[src/rtl/twi_mem_target.sv]
module twi_mem_target #(
  parameter int ADDR_W = 16,
  parameter logic [3:0] FAMILY = 4'b1010
) (
  input  logic              clk,
  input  logic              rst_n,
  input  logic              scl_i,
  input  logic              sda_i,
  output logic              sda_oe,
  input  logic [2:0]        pin_sel,
  output logic [ADDR_W-1:0] mem_addr,
  output logic [7:0]        mem_wdata,
  output logic              mem_we,
  output logic              mem_re,
  input  logic [7:0]        mem_rdata
);

  typedef enum logic [2:0] {S_IDLE, S_RX, S_ACK, S_RD0, S_RD1, S_TX, S_MACK} st_t;
  typedef enum logic [1:0] {P_SEL, P_HI, P_LO, P_DAT} ph_t;

  st_t st;
  ph_t ph;
  logic [2:0] scl_sh, sda_sh;
  logic [7:0] sh;
  logic [3:0] cnt;
  logic [ADDR_W-1:0] ptr;
  logic rw, more;

  wire scl_r = scl_sh[1];
  wire scl_d = scl_sh[2];
  wire sda_r = sda_sh[1];
  wire sda_d = sda_sh[2];
  wire scl_rise = scl_r & ~scl_d;
  wire scl_fall = ~scl_r & scl_d;
  wire start = scl_r & scl_d & sda_d & ~sda_r;
  wire stop = scl_r & scl_d & ~sda_d & sda_r;
  wire sel_hit = (sh[7:4] == FAMILY) && (sh[3:1] == pin_sel);

  always_ff @(posedge clk) begin
    if (!rst_n) begin
      scl_sh <= 3'b111;
      sda_sh <= 3'b111;
    end else begin
      scl_sh <= {scl_sh[1:0], scl_i};
      sda_sh <= {sda_sh[1:0], sda_i};
    end
  end

  always_ff @(posedge clk) begin
    if (!rst_n) begin
      st <= S_IDLE;
      ph <= P_SEL;
      sh <= '0;
      cnt <= '0;
      ptr <= '0;
      rw <= 1'b0;
      more <= 1'b0;
      sda_oe <= 1'b0;
      mem_we <= 1'b0;
      mem_re <= 1'b0;
      mem_addr <= '0;
      mem_wdata <= '0;
    end else begin
      mem_we <= 1'b0;
      mem_re <= 1'b0;
      if (start) begin
        st <= S_RX;
        ph <= P_SEL;
        cnt <= '0;
        sda_oe <= 1'b0;
      end else if (stop) begin
        st <= S_IDLE;
        sda_oe <= 1'b0;
      end else begin
        case (st)
          S_RX: begin
            if (scl_rise && cnt != 4'd8) begin
              sh <= {sh[6:0], sda_r};
              cnt <= cnt + 4'd1;
            end else if (scl_fall && cnt == 4'd8) begin
              case (ph)
                P_SEL: begin
                  if (sel_hit) begin
                    rw <= sh[0];
                    sda_oe <= 1'b1;
                    st <= S_ACK;
                  end else begin
                    st <= S_IDLE;
                  end
                end
                P_HI, P_LO: begin
                  ptr <= {ptr[ADDR_W-9:0], sh};
                  sda_oe <= 1'b1;
                  st <= S_ACK;
                end
                default: begin
                  mem_we <= 1'b1;
                  mem_addr <= ptr;
                  mem_wdata <= sh;
                  ptr <= ptr + 1'b1;
                  sda_oe <= 1'b1;
                  st <= S_ACK;
                end
              endcase
            end
          end
          S_ACK: begin
            if (scl_fall) begin
              sda_oe <= 1'b0;
              cnt <= '0;
              if (ph == P_SEL && rw) begin
                mem_re <= 1'b1;
                mem_addr <= ptr;
                ptr <= ptr + 1'b1;
                st <= S_RD0;
              end else begin
                st <= S_RX;
                ph <= (ph == P_SEL) ? P_HI : (ph == P_HI) ? P_LO : P_DAT;
              end
            end
          end
          S_RD0: st <= S_RD1;
          S_RD1: begin
            sh <= mem_rdata;
            sda_oe <= ~mem_rdata[7];
            cnt <= '0;
            st <= S_TX;
          end
          S_TX: begin
            if (scl_fall) begin
              if (cnt == 4'd7) begin
                sda_oe <= 1'b0;
                st <= S_MACK;
              end else begin
                sda_oe <= ~sh[6];
                sh <= {sh[6:0], 1'b0};
                cnt <= cnt + 4'd1;
              end
            end
          end
          S_MACK: begin
            if (scl_rise) begin
              more <= ~sda_r;
            end else if (scl_fall) begin
              if (more) begin
                mem_re <= 1'b1;
                mem_addr <= ptr;
                ptr <= ptr + 1'b1;
                st <= S_RD0;
              end else begin
                st <= S_IDLE;
              end
            end
          end
          default: ;
        endcase
      end
    end
  end

endmodule

[config.mk]
export PLATFORM = sky130hd
export DESIGN_NAME = twi_mem_target
export DESIGN_NICKNAME = d
export VERILOG_FILES = /design/src/rtl/twi_mem_target.sv
export SDC_FILE = /design/constraint.sdc
export NUM_CORES = 1
export LEC_CHECK = 0
export BUFFER_PORTS_ARGS = -buffer_cell sky130_fd_sc_hd__buf_2
export CAP_MARGIN = 20
export CORE_ASPECT_RATIO = 0.9
export CORE_MARGIN = 1
export CORE_UTILIZATION = 40
export DETAILED_ROUTE_END_ITERATION = 10
export PLACE_DENSITY = 0.66
export SYNTH_ARGS = -nofsm -noshare
export SYNTH_HDL_FRONTEND = slang
export SYNTH_SLANG_ARGS = --single-unit
[constraint.sdc]
create_clock -name clk -period 2.1 [get_ports clk]
set_input_delay 0.105 -clock clk [delete_from_list [all_inputs] [get_ports clk]]
set_output_delay 0.105 -clock clk [all_outputs]
set_load 0.01 [all_outputs]
Word level (Yosys, flattened, before mapping)
Index checks and enable logic that the tools add are counted.
{"block": "op_classes", "n_reduce_logical": 26, "add_sub_neg": 2, "eq_ne": 34, "n_mux": 58, "n_bitwise": 21}
{"operator": "$mux 16", "count": 15}
{"operator": "$pmux 16 s3", "count": 2}
{"operator": "$ne 4x4->1 const B", "count": 8}
{"operator": "$pmux 16 s2", "count": 1}
{"operator": "$ne 2x2->1 const B", "count": 13}
{"operator": "$mux 3", "count": 8}
{"operator": "$mux 8", "count": 3}
{"operator": "$pmux 8 s3", "count": 1}
{"operator": "$reduce_and 6->1", "count": 4}
{"operator": "$reduce_and 11->1", "count": 2}
{"operator": "$pmux 3 s6", "count": 1}
{"operator": "$add 16x1->16 const B", "count": 1}
{"operator": "$mux 1", "count": 16}
{"operator": "$mux 4", "count": 4}
{"operator": "$pmux 4 s4", "count": 1}
{"operator": "$reduce_and 8->1", "count": 2}
{"operator": "$not 1->1", "count": 14}
{"operator": "$eq 3x3->1 const B", "count": 3}
{"operator": "$eq 4x4->1 const B", "count": 2}
{"operator": "$mux 2", "count": 4}
{"operator": "$reduce_and 4->1", "count": 2}
{"operator": "$reduce_bool 8->1", "count": 1}
{"operator": "$and 1x1->1", "count": 7}
{"operator": "$reduce_and 7->1", "count": 1}
{"operator": "18 further kinds", "count": 25}
{"block": "totals", "output_inout_bits": 27, "register_bits": 68, "in_bits": 15, "wordCells": 156}

Longest topological paths before layout
Gate-level depths: netlist (run 1).
{"block": "depth", "depth_word": 9, "depth_mapped": 9, "depth_no_buf": 7}

Least setup slack after synthesis (run 1)
Ideal clock, no wire load.
{"block": "synth_path", "kind": "register to register", "startpoint": "reg st[0]", "endpoint": "reg mem_addr[10]", "arrival_time_ps": 1902, "path_slack_ps": 70, "period_less_slack_ps": 2030, "setup_ps": 128, "n_path_buf": 3, "t_required_ps": 1972, "path_stages_with_launch": 9, "path_cell_list": "dfxtp_1 buf_4 or3b_4 or4_4 a2bb2o_4 buf_6 buf_6 mux2i_1 nor2_1"}
{"block": "synth_via", "elab_chain_len": 3, "elab_cells_between_ends": 14, "classes_between": "11 x eq/ne; 1 x mux; 2 x reduce/logical"}
{"item": "from (decl)", "line": "21", "rtl": "st_t st;"}
{"item": "from (signal assigned)", "line": "51", "rtl": "st <= S_IDLE;"}
{"item": "from (signal assigned)", "line": "67", "rtl": "st <= S_RX;"}
{"item": "from (signal assigned)", "line": "72", "rtl": "st <= S_IDLE;"}
{"item": "$eq 3x2->1 (tied with other cells)", "line": "75", "rtl": "case (st)"}
{"item": "$ne 2x2->1 (no line) / $reduce_bool 3->1 (equally long branches)"}
{"item": "$reduce_and 11->1 (no line)"}
{"item": "to (signal assigned)", "line": "98", "rtl": "mem_addr <= ptr;"}
{"item": "to (signal assigned)", "line": "113", "rtl": "mem_addr <= ptr;"}
{"item": "to (signal assigned)", "line": "147", "rtl": "mem_addr <= ptr;"}
{"item": "to (decl)", "line": "11", "rtl": "output logic [ADDR_W-1:0] mem_addr,"}
Parallel ways exist; a longest one is shown, timed or not.
A chain may end at the register's enable or synchronous reset.

Final worst setup path (run 1)
{"block": "layout_path", "startpoint": "reg cnt[0]", "endpoint": "reg mem_addr[7]"}
{"block": "layout_via", "elab_chain_len": 4, "elab_cells_between_ends": 7, "classes_between": "4 x eq/ne; 3 x reduce/logical"}
{"item": "from (decl)", "line": "25", "rtl": "logic [3:0] cnt;"}
{"item": "from (signal assigned)", "line": "79", "rtl": "cnt <= cnt + 4'd1;"}
{"item": "from (signal assigned)", "line": "137", "rtl": "cnt <= cnt + 4'd1;"}
{"item": "$eq 4x4->1 / $ne 4x4->1 (equally long branches)", "line": "80, 77"}
{"item": "$logic_and 1x1->1 (on tied branches)", "line": "80, 77"}
{"item": "$ne 2x2->1 (no line)"}
{"item": "$reduce_and 11->1 (no line) (*)"}
Mark *: on every way between the ends. The rest lies on a longest branch, timed or not.

==> metrics.txt, run 1 <==
status=finished, final reports clean; Synth Cell Area=roughly 0.0034 mm^2; CP Data Required Time=roughly 2300 ps; Unique masters post-synth=57; cts bufs inserted=9; clock latency on the worst-skew pair=roughly 360 ps; vias in the first global route=2944; share of layout cells above drive strength 1=0.185; H-tree level count=3; First-pass DRT Iterations=5; number of synthesized flops with an enable pin=0; worst slew pin tran=569 ps; Hold Vio Cnt, Final=0; crit path max fanout=16; LEAKAGE=between 1.5 and 2 nW; # nets final=~480; CTS tree=yes; vias per cell=about 5.4; 1st-iter DRT viols=255; Pins Over Slew Limit=0; Area contributors post-synth=dfxtp_1 (40%), mux2i_1 (10%), nor2_1 (5.9%); post-route ant nets=0; top_reg_cell synth=dfxtp_1; row count=31; flip-flop and latch area=approximately 0.0014 mm^2; Mapped Nets=around 420; initial antenna violation count=0; Worst Path Arrival=approximately 2200 ps; CP peak stage delay=520 ps; All-Layer GR Usage=0.198; Startpoint Class=flop; max_slew headroom=0.618; most common cell after layout, fill and taps aside=dfxtp_1; Ant. Diodes=0; root buffer cell=clkbuf_8; DRC viols=0; Core Util, Final=0.502; Tcrit/Tclk final=0.941; Clock Skews=approximately 8.7 ps; CP bufs+invs=1; total congestion overflow=0; DR vias=approximately 3100; CTS Sinks=68; part of the Yosys area used for sequential elements=0.398; Initial Utilization=0.418; I/O pins=42; Reg clk slew, reported paths=80 ps; RSZ-0062 raised after global routing=true; die area=0.00892 mm^2; min cycle time layout=about 2000 ps; footprint of the multi-input gates=0.00191 mm^2; Layout fillers=809; FFs w/ async S/R, synth=0; WL per Instance=approximately 15 um; first-pass GRT wire length=around 14000 um; largest net degree at the start of global routing=49; kind of end point of the critical path=flop; Post-DP HPWL=between 5000 and 6000 um; #FFs+latches synth=68; Max IR drop VDD=roughly 0.00033 V; Finish-stage setup viols=0; Synth top area share=0.398; cells after synthesis=approximately 400; Die X=~100 um; hold slack final=83.5 ps; Worst Hold Class=input port to flop; CP Cell Sequence=inv_1, ha_1, nand3b_1, or4_4, a2bb2o_4, mux2i_1, nor2_1; CP max-delay cell=or4_4; area grow syn2layout=20.2%; maximum root-to-sink buffer count=2; Final GP Congestion=0.878; commonest cells after routing, fill and taps aside=dfxtp_1 (68), nor2_1 (54), buf_2 (41); die height=~90 um; area leader, netlist=dfxtp_1; PwrDens=about 660 mW/mm^2; Largest delay share family, worst path=simple AND/OR/NAND/NOR gates; crit path kind=flop to flop; synthesized area per cell=roughly 8.5 um^2; max cap viols=0; routed wire length=between 8000 and 9000 um; Max Freq=~510 MHz; number of synthesis warnings=0; Core ar.=between 0.008 and 0.009 mm^2; Buffers on Ports=41
[synth_stat cells (2+ instances only)]
cell	instances
a211oi_1	10
a21o_1	3
a21oi_1	29
a22oi_1	3
a311oi_1	4
a31oi_1	3
and2_1	3
and3_1	7
buf_2	5
buf_6	2
clkbuf_1	15
dfxtp_1	68
ha_1	6
inv_1	14
mux2i_1	34
nand2_1	26
nand2b_1	12
nand3_1	13
nand3b_1	5
nand4_1	2
nand4b_1	2
nor2_1	54
nor2b_1	2
nor3_1	10
nor4_1	4
o211ai_1	6
o21a_1	2
o21ai_0	17
o21bai_1	2
o31ai_1	4
o32ai_1	3
o41ai_1	2
or3_1	3
xor2_1	4
[what timing repair did]
action	4_1_cts	5_1_grt
endpoints found under the setup margin	0	6
hold endpoints to repair	2	0
hold buffers	2	0
buffers inserted	0	2
resized for setup	0	4
[cell type report]
cell class	instances	area share
Timing Repair Buffer	64	0.0992
Clock buffer	10	0.0311
Tap cell	115	0.0350
Clock inverter	6	0.0271
Inverter	14	0.0128
Sequential cell	68	0.331
Multi-Input combinational cell	297	0.464
[where the power goes]
| group | leakage (nW) | switching, mW | internal, mW |
|---|---|---|---|
| clock network | 0.117 | 0.524 | 0.791 |
| registers | 0.549 | 0.00881 | 1.30 |
| logic | 1.04 | 0.0502 | 0.0320 |
[path summary, 6_finish.rpt]
check                             from                       end  slack, ps  depth (start not counted)
setup / recovery   cnt[0]$_SDFFE_PP0P_  mem_addr[7]$_SDFFE_PN0P_        120                          7
hold reg to reg   scl_sh[0]$_SDFF_PN1_      scl_sh[1]$_SDFF_PN1_        420                          1
hold / removal            mem_rdata[2]        sh[2]$_SDFFE_PN0P_         80                          3
setup reg to reg   cnt[0]$_SDFFE_PP0P_  mem_addr[7]$_SDFFE_PN0P_        120                          7
[registers in the layout, summed over array words and instances (netlist names)]
signal and count:
sda_oe 1, sda_sh 3, ph 2, sh 8, mem_addr 16, mem_re 1
mem_wdata 8, ptr 16, scl_sh 3, cnt 4, st 3, more 1
rw 1, mem_we 1
[cells by family after synthesis]
logic type | Yosys count | synth area share
buf+inv | 37 | 0.0479
fa+ha+maj | 6 | 0.0220
xor+xnor | 4 | 0.0102
compound gates | 101 | 0.198
flops | 68 | 0.398
simple gates | 152 | 0.224
mux | 34 | 0.0996
[per-layer routing]
layer  track usage  up-vias  share of wire
li1              -     1557              -
met1         0.270     1452           0.49
met2         0.302      102           0.45
met3        0.0482        8          0.053
met4        0.0711        0         0.0082
met5             0        -              0
[stage by stage]
| step | cell area [um^2] | power (mW) | setup slack (ps) | cells | TNS, ps |
|---|---|---|---|---|---|
| 2_1_floorplan | 3420 | 1.38 | 70.2 | 402 | 0 |
| 3_3_place_gp | 3820 | 1.41 | 191 | 554 | 0 |
| 3_5_place_dp | 3820 | 1.41 | 125 | 554 | 0 |
| 4_1_cts | 4080 | 2.73 | 112 | 572 | 0 |
| 5_1_grt | 4110 | 2.80 | -9.40 | 574 | -9.45 |
| 6_report | 4110 | 2.70 | 123 | 574 | 0 |
[worst reg2reg max path, stage by stage (launching register included)]
cell and delay [ps]:
dfxtp_1 340, inv_1 110, ha_1 150, nand3b_1 150, or4_4 530, a2bb2o_4 330, mux2i_1 200, nor2_1 60
Note: power is estimated with default switching activity, not from simulation.
==> run 2: changes to the inputs <==
Settings changed: ABC_AREA from default to 1.
==> metrics.txt, run 2 <==
placed cell count=between 700 and 800; routed wire length=about 9200 um; PwrDens=between 1000 and 1500 mW/mm^2; count leader, synth=nand2_1; max_slew headroom=0.671; Clock Skews=around 12 ps; max cap viols=0; Tcrit/Tclk final=0.909; r2r setup slk=approximately 190 ps; Finished Cell Area=0.00408 mm^2; commonest cells after routing, fill and taps aside=nand2_1 (131), nor2_1 (95), dfxtp_1 (68); CTS tree=yes; area leader, netlist=dfxtp_1; cells after synthesis=between 500 and 600; root buffer cell=clkbuf_8; H-tree level count=3; top post-synthesis cells by count=nand2_1 (131), nor2_1 (95), dfxtp_1 (68), inv_1 (61), o21ai_0 (56); Worst Path Arrival=between 2000 and 2500 ps; Reg clk slew, reported paths=80 ps; CP Data Required Time=between 2000 and 2500 ps; die height=slightly above 90 um; top_reg_cell synth=dfxtp_1; worst slew pin tran=slightly below 500 ps; Unique masters post-synth=30; LEAKAGE=around 1.9 nW; First-pass DRT Iterations=5; total congestion overflow=0; largest net degree at the start of global routing=between 40 and 50; hold slack final=142 ps; DRC viols=0; Worst Hold Class=input port to flop; Regs by FF count=mem_addr (16), ptr (16); Hold Vio Cnt, Final=0; hold buffer count at CTS=2; post-route ant nets=0; clock latency on the worst-skew pair=350 ps; Ant. Diodes=0; vias in the first global route=3392; vias per cell=5.00; synthesized area per cell=6.39 um^2; status=finished, final reports clean; Finish-stage setup viols=0; Startpoint Class=flop; die area=around 0.0092 mm^2; cts bufs inserted=9; number of synthesized flops with an enable pin=0; Die X=roughly 100 um; CTS Sinks=68; #FFs+latches synth=68; met3 Track Usage GR=0.0446; met2 usage=0.329; Final GP Congestion=between 0.9 and 1; Max Freq=approximately 520 MHz; Synth Cell Area=0.00352 mm^2; initial antenna violation count=0; Placement Setup Slack=approximately 260 ps; DR vias=~3600; Max IR drop VDD=0.000554 V; part of the Yosys area used for sequential elements=0.387; # nets final=about 600; area grow syn2layout=15.8%; Buffers on Ports=41; Mapped Nets=572; All-Layer GR Usage=0.218; M1 GR Usage=0.303; number of synthesis warnings=0; most common cell after layout, fill and taps aside=nand2_1; Synth top area share=0.387; kind of end point of the critical path=flop; I/O pins=42; share of layout cells above drive strength 1=0.133; crit path kind=flop to flop; 1st-iter DRT viols=235; WL per Instance=12.7 um; Pins Over Slew Limit=0; RSZ-0062 raised after global routing=false; Most Crowded Layer GR=met2; crit path max fanout=17; min cycle time layout=approximately 1900 ps; setup_tns=0 ps; Post-DP Area=between 0.003 and 0.004 mm^2; Core Util, Final=0.476; Resized cells post-CTS=0; Area contributors post-synth=dfxtp_1 (39%), nand2_1 (14%), nor2_1 (10%); Core ar.=between 0.008 and 0.009 mm^2; first-pass GRT wire length=around 16000 um; Initial Utilization=0.411; post-CTS setup buffer count=0; FFs w/ async S/R, synth=0; Post-DP HPWL=around 6900 um; maximum root-to-sink buffer count=2; Design Power=5.23 mW; row count=32; setup ws final=between 150 and 200 ps; fin cells=720
==> run 2: changes by cell type after synthesis, moves of 11 or more <==
cell and change:
nand2b_1 -12, mux2i_1 -34, o21ai_0 +39, nand3_1 +21, nor2_1 +41, o21ai_1 +11
nand2_1 +105, inv_1 +47
==> run 2: cell type report <==
class | count | area [um^2]
Fill cell | 905 | 4490
Clock buffer | 10 | 128
Multi-Input combinational cell | 401 | 1830
Sequential cell | 68 | 1360
Inverter | 66 | 250
Tap cell | 119 | 149
Clock inverter | 6 | 88.8
Timing Repair Buffer | 50 | 278
==> run 2: power breakdown <==
group	switching (mW)	internal, mW
sequential	0.255	1.61
combinational	1.45	0.726
clock	0.513	0.669
==> run 2: routing by layer <==
metal	vias up	part of all wire
li1	1856	-
met3	12	0.072
met5	-	0
met1	1610	0.49
met4	0	0.014
met2	121	0.43
==> run 2: cell families (layout without fill, tap and decap cells) <==
kind of cell               Yosys count  count (layout)  synth area share
adders and majority gates            6               6            0.0213
and+or+nand+nor                    288             288             0.341
buffers and inverters               82             132            0.0952
AOI/OAI and AO/OA                  106             106             0.153
DFF                                 68              68             0.387
xor gates and xnor gates             1               1           0.00249
==> run 2: worst max-delay path, cell delays in order (launching register included) <==
cell	delay (ps)
dfxtp_1	460
nor2_1	110
nand2_1	160
inv_2	140
o21ai_0	180
nor2_1	60
nand2_1	320
inv_1	110
o21ai_0	190
nor2_1	60
==> run 2: worst paths after layout <==
| check | from | depth (start not counted) | to |
|---|---|---|---|
| max | st[0]$_SDFFE_PN0P_ | 9 | sh[7]$_SDFFE_PN0P_ |
| min | mem_rdata[6] | 5 | sh[6]$_SDFFE_PN0P_ |
| max reg2reg | st[0]$_SDFFE_PN0P_ | 9 | sh[7]$_SDFFE_PN0P_ |
| min reg2reg | sda_sh[0]$_SDFF_PN1_ | 1 | sda_sh[1]$_SDFF_PN1_ |
